<file path="src/rtl/pmg_pkg.sv">
package pmg_pkg;

    // Action an output channel takes on a tick.
    typedef enum logic [1:0] {
        PA_HOLD = 2'd0,
        PA_SET  = 2'd1,
        PA_CLR  = 2'd2
    } pin_act_e;

    // Compare results for one output on one tick.
    typedef struct packed {
        logic rise_hit;
        logic fall_hit;
    } pair_hit_t;

    // The falling compare outranks the rising one.
    function automatic pin_act_e pick_act(input pair_hit_t h);
        if (h.fall_hit) return PA_CLR;
        if (h.rise_hit) return PA_SET;
        return PA_HOLD;
    endfunction

    function automatic int unsigned addr_bits(input int unsigned n_out);
        return $clog2(2 * n_out + 1);
    endfunction

endpackage

</file>
<file path="src/rtl/pmg_regbank.sv">
module pmg_regbank #(
    parameter int unsigned      CNT_W     = 16,
    parameter int unsigned      NUM_OUT   = 4,
    parameter logic [CNT_W-1:0] LIMIT_RST = '1,
    localparam int unsigned     NUM_CMP   = 2 * NUM_OUT,
    localparam int unsigned     ADDR_W    = pmg_pkg::addr_bits(NUM_OUT)
) (
    input  logic                            clk,
    input  logic                            rst,
    input  logic                            wr_en_i,
    input  logic [ADDR_W-1:0]               wr_addr_i,
    input  logic [CNT_W-1:0]                wr_data_i,
    input  logic                            load_i,
    output logic [CNT_W-1:0]                lim_o,
    output logic [NUM_OUT-1:0][CNT_W-1:0]   rise_o,
    output logic [NUM_OUT-1:0][CNT_W-1:0]   fall_o
);
    localparam logic [ADDR_W-1:0] LIM_ADDR = ADDR_W'(NUM_CMP);

    logic [CNT_W-1:0]               stg_lim, run_lim;
    logic [NUM_CMP-1:0][CNT_W-1:0]  stg_cmp, run_cmp;

    always_ff @(posedge clk) begin
        if (rst) begin
            stg_lim <= LIMIT_RST;
            run_lim <= LIMIT_RST;
        end else begin
            if (wr_en_i && wr_addr_i == LIM_ADDR) stg_lim <= wr_data_i;
            if (load_i) run_lim <= stg_lim;
        end
    end

    for (genvar i = 0; i < NUM_CMP; i++) begin : g_cmp
        always_ff @(posedge clk) begin
            if (rst) begin
                stg_cmp[i] <= '0;
                run_cmp[i] <= '0;
            end else begin
                if (wr_en_i && wr_addr_i == ADDR_W'(i)) stg_cmp[i] <= wr_data_i;
                if (load_i) run_cmp[i] <= stg_cmp[i];
            end
        end
    end

    for (genvar n = 0; n < NUM_OUT; n++) begin : g_pair
        assign rise_o[n] = run_cmp[2*n];
        assign fall_o[n] = run_cmp[2*n+1];
    end

    assign lim_o = run_lim;

    // the running copy only moves at a wrap
    a_r8_run_held: assert property (@(posedge clk) disable iff (rst)
        !load_i |=> ($stable(run_lim) && $stable(run_cmp)));

    // out-of-range addresses leave the staging copy untouched
    a_r11_bad_addr_ignored: assert property (@(posedge clk) disable iff (rst)
        (wr_en_i && wr_addr_i > LIM_ADDR) |=> ($stable(stg_lim) && $stable(stg_cmp)));

endmodule

</file>
<file path="src/rtl/pmg_counter.sv">
module pmg_counter #(
    parameter int unsigned CNT_W = 16
) (
    input  logic             clk,
    input  logic             rst,
    input  logic             tick_i,
    input  logic [CNT_W-1:0] lim_i,
    output logic [CNT_W-1:0] cnt_o,
    output logic             load_o,
    output logic             wrap_o
);
    logic [CNT_W-1:0] cnt_q;
    logic             wrap_q;
    logic             at_lim;

    assign at_lim = (cnt_q == lim_i);
    assign load_o = tick_i && at_lim;

    always_ff @(posedge clk) begin
        if (rst) begin
            cnt_q  <= '0;
            wrap_q <= 1'b0;
        end else begin
            wrap_q <= load_o;
            if (tick_i) cnt_q <= at_lim ? '0 : cnt_q + 1'b1;
        end
    end

    assign cnt_o  = cnt_q;
    assign wrap_o = wrap_q;

    // the counter never passes the limit in force
    a_r2_cnt_in_range: assert property (@(posedge clk) disable iff (rst)
        cnt_q <= lim_i);

    // a wrap pulse follows a tick and coincides with a zero count
    a_r3_wrap_after_tick: assert property (@(posedge clk) disable iff (rst)
        wrap_q |-> ($past(tick_i) && cnt_q == '0));

    // no tick, no movement
    a_r4_cnt_frozen: assert property (@(posedge clk) disable iff (rst)
        !tick_i |=> ($stable(cnt_q) && !wrap_q));

endmodule

</file>
<file path="src/rtl/pmg_channel.sv">
module pmg_channel #(
    parameter int unsigned CNT_W = 16
) (
    input  logic             clk,
    input  logic             rst,
    input  logic             tick_i,
    input  logic [CNT_W-1:0] cnt_i,
    input  logic [CNT_W-1:0] rise_i,
    input  logic [CNT_W-1:0] fall_i,
    output logic             pin_o
);
    import pmg_pkg::*;

    pair_hit_t hit;
    pin_act_e  act;
    logic      pin_q;

    always_comb begin
        hit.rise_hit = tick_i && (cnt_i == rise_i);
        hit.fall_hit = tick_i && (cnt_i == fall_i);
        act          = pick_act(hit);
    end

    always_ff @(posedge clk) begin
        if (rst) begin
            pin_q <= 1'b0;
        end else begin
            case (act)
                PA_SET:  pin_q <= 1'b1;
                PA_CLR:  pin_q <= 1'b0;
                default: pin_q <= pin_q;
            endcase
        end
    end

    assign pin_o = pin_q;

    // a lone rising hit raises the pin
    a_r5_rise_sets: assert property (@(posedge clk) disable iff (rst)
        (tick_i && cnt_i == rise_i && cnt_i != fall_i) |=> pin_q);

    // a falling hit lowers the pin, even alongside a rising hit
    a_r7_fall_wins: assert property (@(posedge clk) disable iff (rst)
        (tick_i && cnt_i == fall_i) |=> !pin_q);

    // pin holds while the tick is low
    a_r4_pin_frozen: assert property (@(posedge clk) disable iff (rst)
        !tick_i |=> $stable(pin_q));

endmodule

</file>
<file path="src/rtl/pwm_match_gen.sv">
module pwm_match_gen #(
    parameter int unsigned      CNT_W     = 16,
    parameter int unsigned      NUM_OUT   = 4,
    parameter logic [CNT_W-1:0] LIMIT_RST = '1,
    localparam int unsigned     ADDR_W    = pmg_pkg::addr_bits(NUM_OUT)
) (
    input  logic               clk,
    input  logic               rst,
    input  logic               tick_i,
    input  logic               wr_en_i,
    input  logic [ADDR_W-1:0]  wr_addr_i,
    input  logic [CNT_W-1:0]   wr_data_i,
    output logic [NUM_OUT-1:0] pwm_o,
    output logic               wrap_o
);
    logic [CNT_W-1:0]             lim;
    logic [CNT_W-1:0]             cnt;
    logic                         load;
    logic [NUM_OUT-1:0][CNT_W-1:0] rise_v;
    logic [NUM_OUT-1:0][CNT_W-1:0] fall_v;

    pmg_regbank #(
        .CNT_W     (CNT_W),
        .NUM_OUT   (NUM_OUT),
        .LIMIT_RST (LIMIT_RST)
    ) u_regs (
        .clk       (clk),
        .rst       (rst),
        .wr_en_i   (wr_en_i),
        .wr_addr_i (wr_addr_i),
        .wr_data_i (wr_data_i),
        .load_i    (load),
        .lim_o     (lim),
        .rise_o    (rise_v),
        .fall_o    (fall_v)
    );

    pmg_counter #(.CNT_W(CNT_W)) u_cnt (
        .clk    (clk),
        .rst    (rst),
        .tick_i (tick_i),
        .lim_i  (lim),
        .cnt_o  (cnt),
        .load_o (load),
        .wrap_o (wrap_o)
    );

    for (genvar n = 0; n < NUM_OUT; n++) begin : g_ch
        pmg_channel #(.CNT_W(CNT_W)) u_ch (
            .clk    (clk),
            .rst    (rst),
            .tick_i (tick_i),
            .cnt_i  (cnt),
            .rise_i (rise_v[n]),
            .fall_i (fall_v[n]),
            .pin_o  (pwm_o[n])
        );
    end

    // quiet outputs in the first cycle after reset
    a_r1_quiet_after_reset: assert property (@(posedge clk)
        $fell(rst) |-> (pwm_o == '0 && !wrap_o));

endmodule

</file>
<file path="config.mk">
export PLATFORM = sky130hd
export DESIGN_NAME = pwm_match_gen
export DESIGN_NICKNAME = d
export VERILOG_FILES = /design/src/rtl/pmg_pkg.sv /design/src/rtl/pmg_regbank.sv /design/src/rtl/pmg_counter.sv /design/src/rtl/pmg_channel.sv /design/src/rtl/pwm_match_gen.sv
export SDC_FILE = /design/constraint.sdc
export NUM_CORES = 1
export LEC_CHECK = 0
export BUFFER_PORTS_ARGS = -buffer_cell sky130_fd_sc_hd__buf_2
export CORE_UTILIZATION = 35
export DETAILED_ROUTE_END_ITERATION = 10
export GPL_ROUTABILITY_DRIVEN = 0
export SYNTH_ARGS = -nofsm -noshare
export SYNTH_HDL_FRONTEND = slang
export SYNTH_SLANG_ARGS = --single-unit
export TNS_END_PERCENT = 5
</file>
<file path="constraint.sdc">
create_clock -name clk -period 1.7 [get_ports clk]
set_input_delay 0.17 -clock clk [delete_from_list [all_inputs] [get_ports clk]]
set_output_delay 0.17 -clock clk [all_outputs]
set_load 0.03 [all_outputs]
</file>
==> impl_metrics.env <==
export IMPL_dieArea_sq_um=38800
export IMPL_final_common_cell="dfxtp_1"
export IMPL_die_h_um=197
export IMPL_holdBufCountCts=0
export IMPL_p_int_mw=12.4
export IMPL_rows=71
export IMPL_fin_nets=1597
export IMPL_antenna_found_initial=1
export IMPL_slew_violations=0
export IMPL_routed_wl_um=42300
export IMPL_final_layout_size_suffix_gt1_share_pct=16.5
export IMPL_holdPathStages=2
export IMPL_yosysTopAreaCell="dfxtp_1"
export IMPL_pwr_share_comb_pct=4.8
export IMPL_drt_iter0_markers=1131
export IMPL_clk_latency_ns=0.52
export IMPL_root_buffer="clkbuf_16"
export IMPL_ys_seq_elements=309
export IMPL_synthCells=1573
export IMPL_final_cell_mix="dfxtp_1 (300), nand2_1 (234), a21oi_1 (215), xnor2_1 (137), nand3_1 (128)"
export IMPL_violations="setup timing"
export IMPL_preCtsSetupSlack_ns=-0.230
export IMPL_io_pins=29
export IMPL_synth_seq_area_share_pct=46.5
export IMPL_avgSynthCellArea_sq_um=8.46
export IMPL_synthTopCellsByArea="dfxtp_1 (46%), xnor2_1 (9.0%), a21oi_1 (8.4%)"
export IMPL_fin_cells=2106
export IMPL_viasPerCell=5.40
export IMPL_netlist_area_sq_um=13300
export IMPL_grt_pass1_vias=10520
export IMPL_dp_hpwl_um=24400
export IMPL_clk_path_buf_depth=3
export IMPL_synth_edf_count=0
export IMPL_p_switching_mw=3.52
export IMPL_crit_cells=8
export IMPL_r2r_start="u_cnt.cnt_o[4]"
export IMPL_vdd_drop_max_mv=0.640
export IMPL_slew_headroom_pct=62.4
export IMPL_async_reset_ff_share_pct=0
export IMPL_critical_path_class="flop to flop"
export IMPL_finalHoldViolCount=0
export IMPL_setup_violations=163
export IMPL_grtUsageTotal_pct=21.2
export IMPL_p_per_area_nw_per_um2=994
export IMPL_grt_max_degree=67
export IMPL_start_kind="flop"
export IMPL_clkPwrFrac_pct=49.0
export IMPL_cp_top_family="buffers and inverters"
export IMPL_rsz0062_at_grt="yes"
export IMPL_tns_ns=-17.51
export IMPL_clk_pin_slew_ns=0.06
export IMPL_swShare_pct=22.2
export IMPL_syn_num_nets=1598
export IMPL_crit_required_ns=2.10
export IMPL_period_share_pct=111
export IMPL_max_freq_mhz=532
export IMPL_seq_power_share_pct=46.2
export IMPL_antenna_cells=0
export IMPL_critPathLaunch="u_cnt.cnt_o[4]"
export IMPL_firstDrtPassIters=5
export IMPL_io_buffers=28
export IMPL_fin_skew_ns=0.0133
export IMPL_wl_per_cell_um=20.1
export IMPL_grt_pass1_wl_um=62700
export IMPL_p_leak_nw=5.48
export IMPL_min_period_ns=1.88
export IMPL_fin_ws_ns=-0.180
export IMPL_synth_main_ff_cell="dfxtp_1"
export IMPL_cts_tree="yes"
export IMPL_die_w_um=197
export IMPL_area_delta_synth_final_pct=20.0
export IMPL_netlist_area_leader_share_pct=46.5
export IMPL_hold_ws_ns=0.0688
export IMPL_cts_buffers=34
export IMPL_synth_distinct_cells=33
export IMPL_drcViolationCount=0
export IMPL_tightest_slew_ns=0.564
export IMPL_cp_data_arrival_time_ns=2.28
export IMPL_cpPeakStageDelay_ns=0.33
export IMPL_via_count=11366
export IMPL_htree_levels=2
export IMPL_drt_antenna_violating_nets=0
export IMPL_ys_warnings_count=0
export IMPL_status="finished with violations"
export IMPL_min_from="rst"
export IMPL_rr_worst_depth=8
export IMPL_p_total_mw=15.9
export IMPL_crit_buf_inv=3
export IMPL_grt_overflow_total=0
export IMPL_cp_end_kind="flop"
export IMPL_clock_sinks=309
export IMPL_hold_class="primary input to flop"
export IMPL_core_area_sq_um=37600
export IMPL_crit_fanout=66
export IMPL_initial_core_util_pct=35.4
export IMPL_crit_chain="xor2_1 > nor4_2 > buf_4 > nand4_1 > buf_6 > buf_12 > o21ai_0 > a21oi_2"
export IMPL_dpl_cell_count=2037
export IMPL_maxCapViolCount=0
export IMPL_slowest_stage="dfxtp_2"
==> final timing paths <==
kind                               to  slack [ns]
hold / removal     u_regs.stg_cmp[37]        0.07
setup reg to reg    u_regs.fall_o[28]       -0.18
setup / recovery    u_regs.fall_o[28]       -0.18
hold reg to reg   u_regs.stg_cmp[117]        0.46
==> metrics by stage <==
step                      util, %  instance area [sq um]
final                        42.5                  16000
after global placement       37.9                  14200
after CTS                    41.2                  15500
after detailed placement     37.9                  14200
after floorplan                 -                  13300
after global routing         42.5                  16000
==> synthesized netlist by cell type (21+ instances only) <==
cell type / instances
dfxtp_1: 309
nand2_1: 235
a21oi_1: 224
nand3_1: 143
xnor2_1: 137
o21ai_0: 128
clkbuf_1: 97
nor2_1: 55
mux2i_1: 33
nand4_1: 31
buf_2: 27
xor2_1: 22
and3_1: 21
buf_4: 21
==> cell families after synthesis <==
logic type / Yosys count / share of synthesized area (%)
adder cells (fa/ha/maj): 1 / 0.0940
XOR/XNOR: 159 / 10.5
buffers and inverters: 162 / 7.04
flip-flops: 309 / 46.5
multiplexers: 33 / 2.48
AO/OA/AOI/OAI: 377 / 14.8
AND/OR/NAND/NOR: 532 / 18.7
==> registers in the layout, summed over array words and instances (netlist names) <==
name	flops
u_regs.stg_cmp	128
u_cnt.cnt_o	16
g_ch.u_ch.pin_o	4
u_regs.fall_o	64
u_regs.lim_o	16
u_regs.rise_o	64
u_regs.stg_lim	16
u_cnt.wrap_o	1
==> per-layer routing <==
metal / track usage (%) / wire length (um) / up-vias
li1: - / - / 5361
met1: 26.9 / 17900 / 5553
met2: 35.3 / 20000 / 363
met3: 4.47 / 2850 / 89
met4: 7.64 / 1550 / 0
met5: 0 / 0 / -
==> worst register-to-register path: cells and delay by family, from the launching register on <==
kind	cells	cell delay (ns)
AOI/OAI and AO/OA	2	0.39
xor gates and xnor gates	1	0.17
buffers and inverters	3	0.51
DFF	1	0.33
and+or+nand+nor	2	0.37
==> power groups by stage <==
stage | combinational (mW) | sequential [mW] | clock [mW]
2_1_floorplan | 0.407 | 7.49 | 0
3_3_place_gp | 0.731 | 7.50 | 0
3_5_place_dp | 0.734 | 7.50 | 0
4_1_cts | 0.750 | 7.34 | 7.87
5_1_grt | 0.802 | 7.34 | 8.18
6_report | 0.762 | 7.34 | 7.77
==> final cells by class <==
cell class / instances / area [sq um]
Fill cell: 3639 / 21600
Multi-Input combinational cell: 1102 / 6520
Timing Repair Buffer: 124 / 1440
Clock buffer: 54 / 1080
Tap cell: 511 / 639
Inverter: 1 / 3.75
Clock inverter: 5 / 103
Sequential cell: 309 / 6200
==> repair_timing <==
action / 4_1_cts / 5_1_grt
endpoints found under the hold margin: 0 / 0
setup endpoints to repair: 165 / 165
gates resized for setup: 58 / 136
setup buffers: 1 / 2
pin swaps: 18 / 46
cloned: 0 / 7
Power figures use the tool's default switching activity.
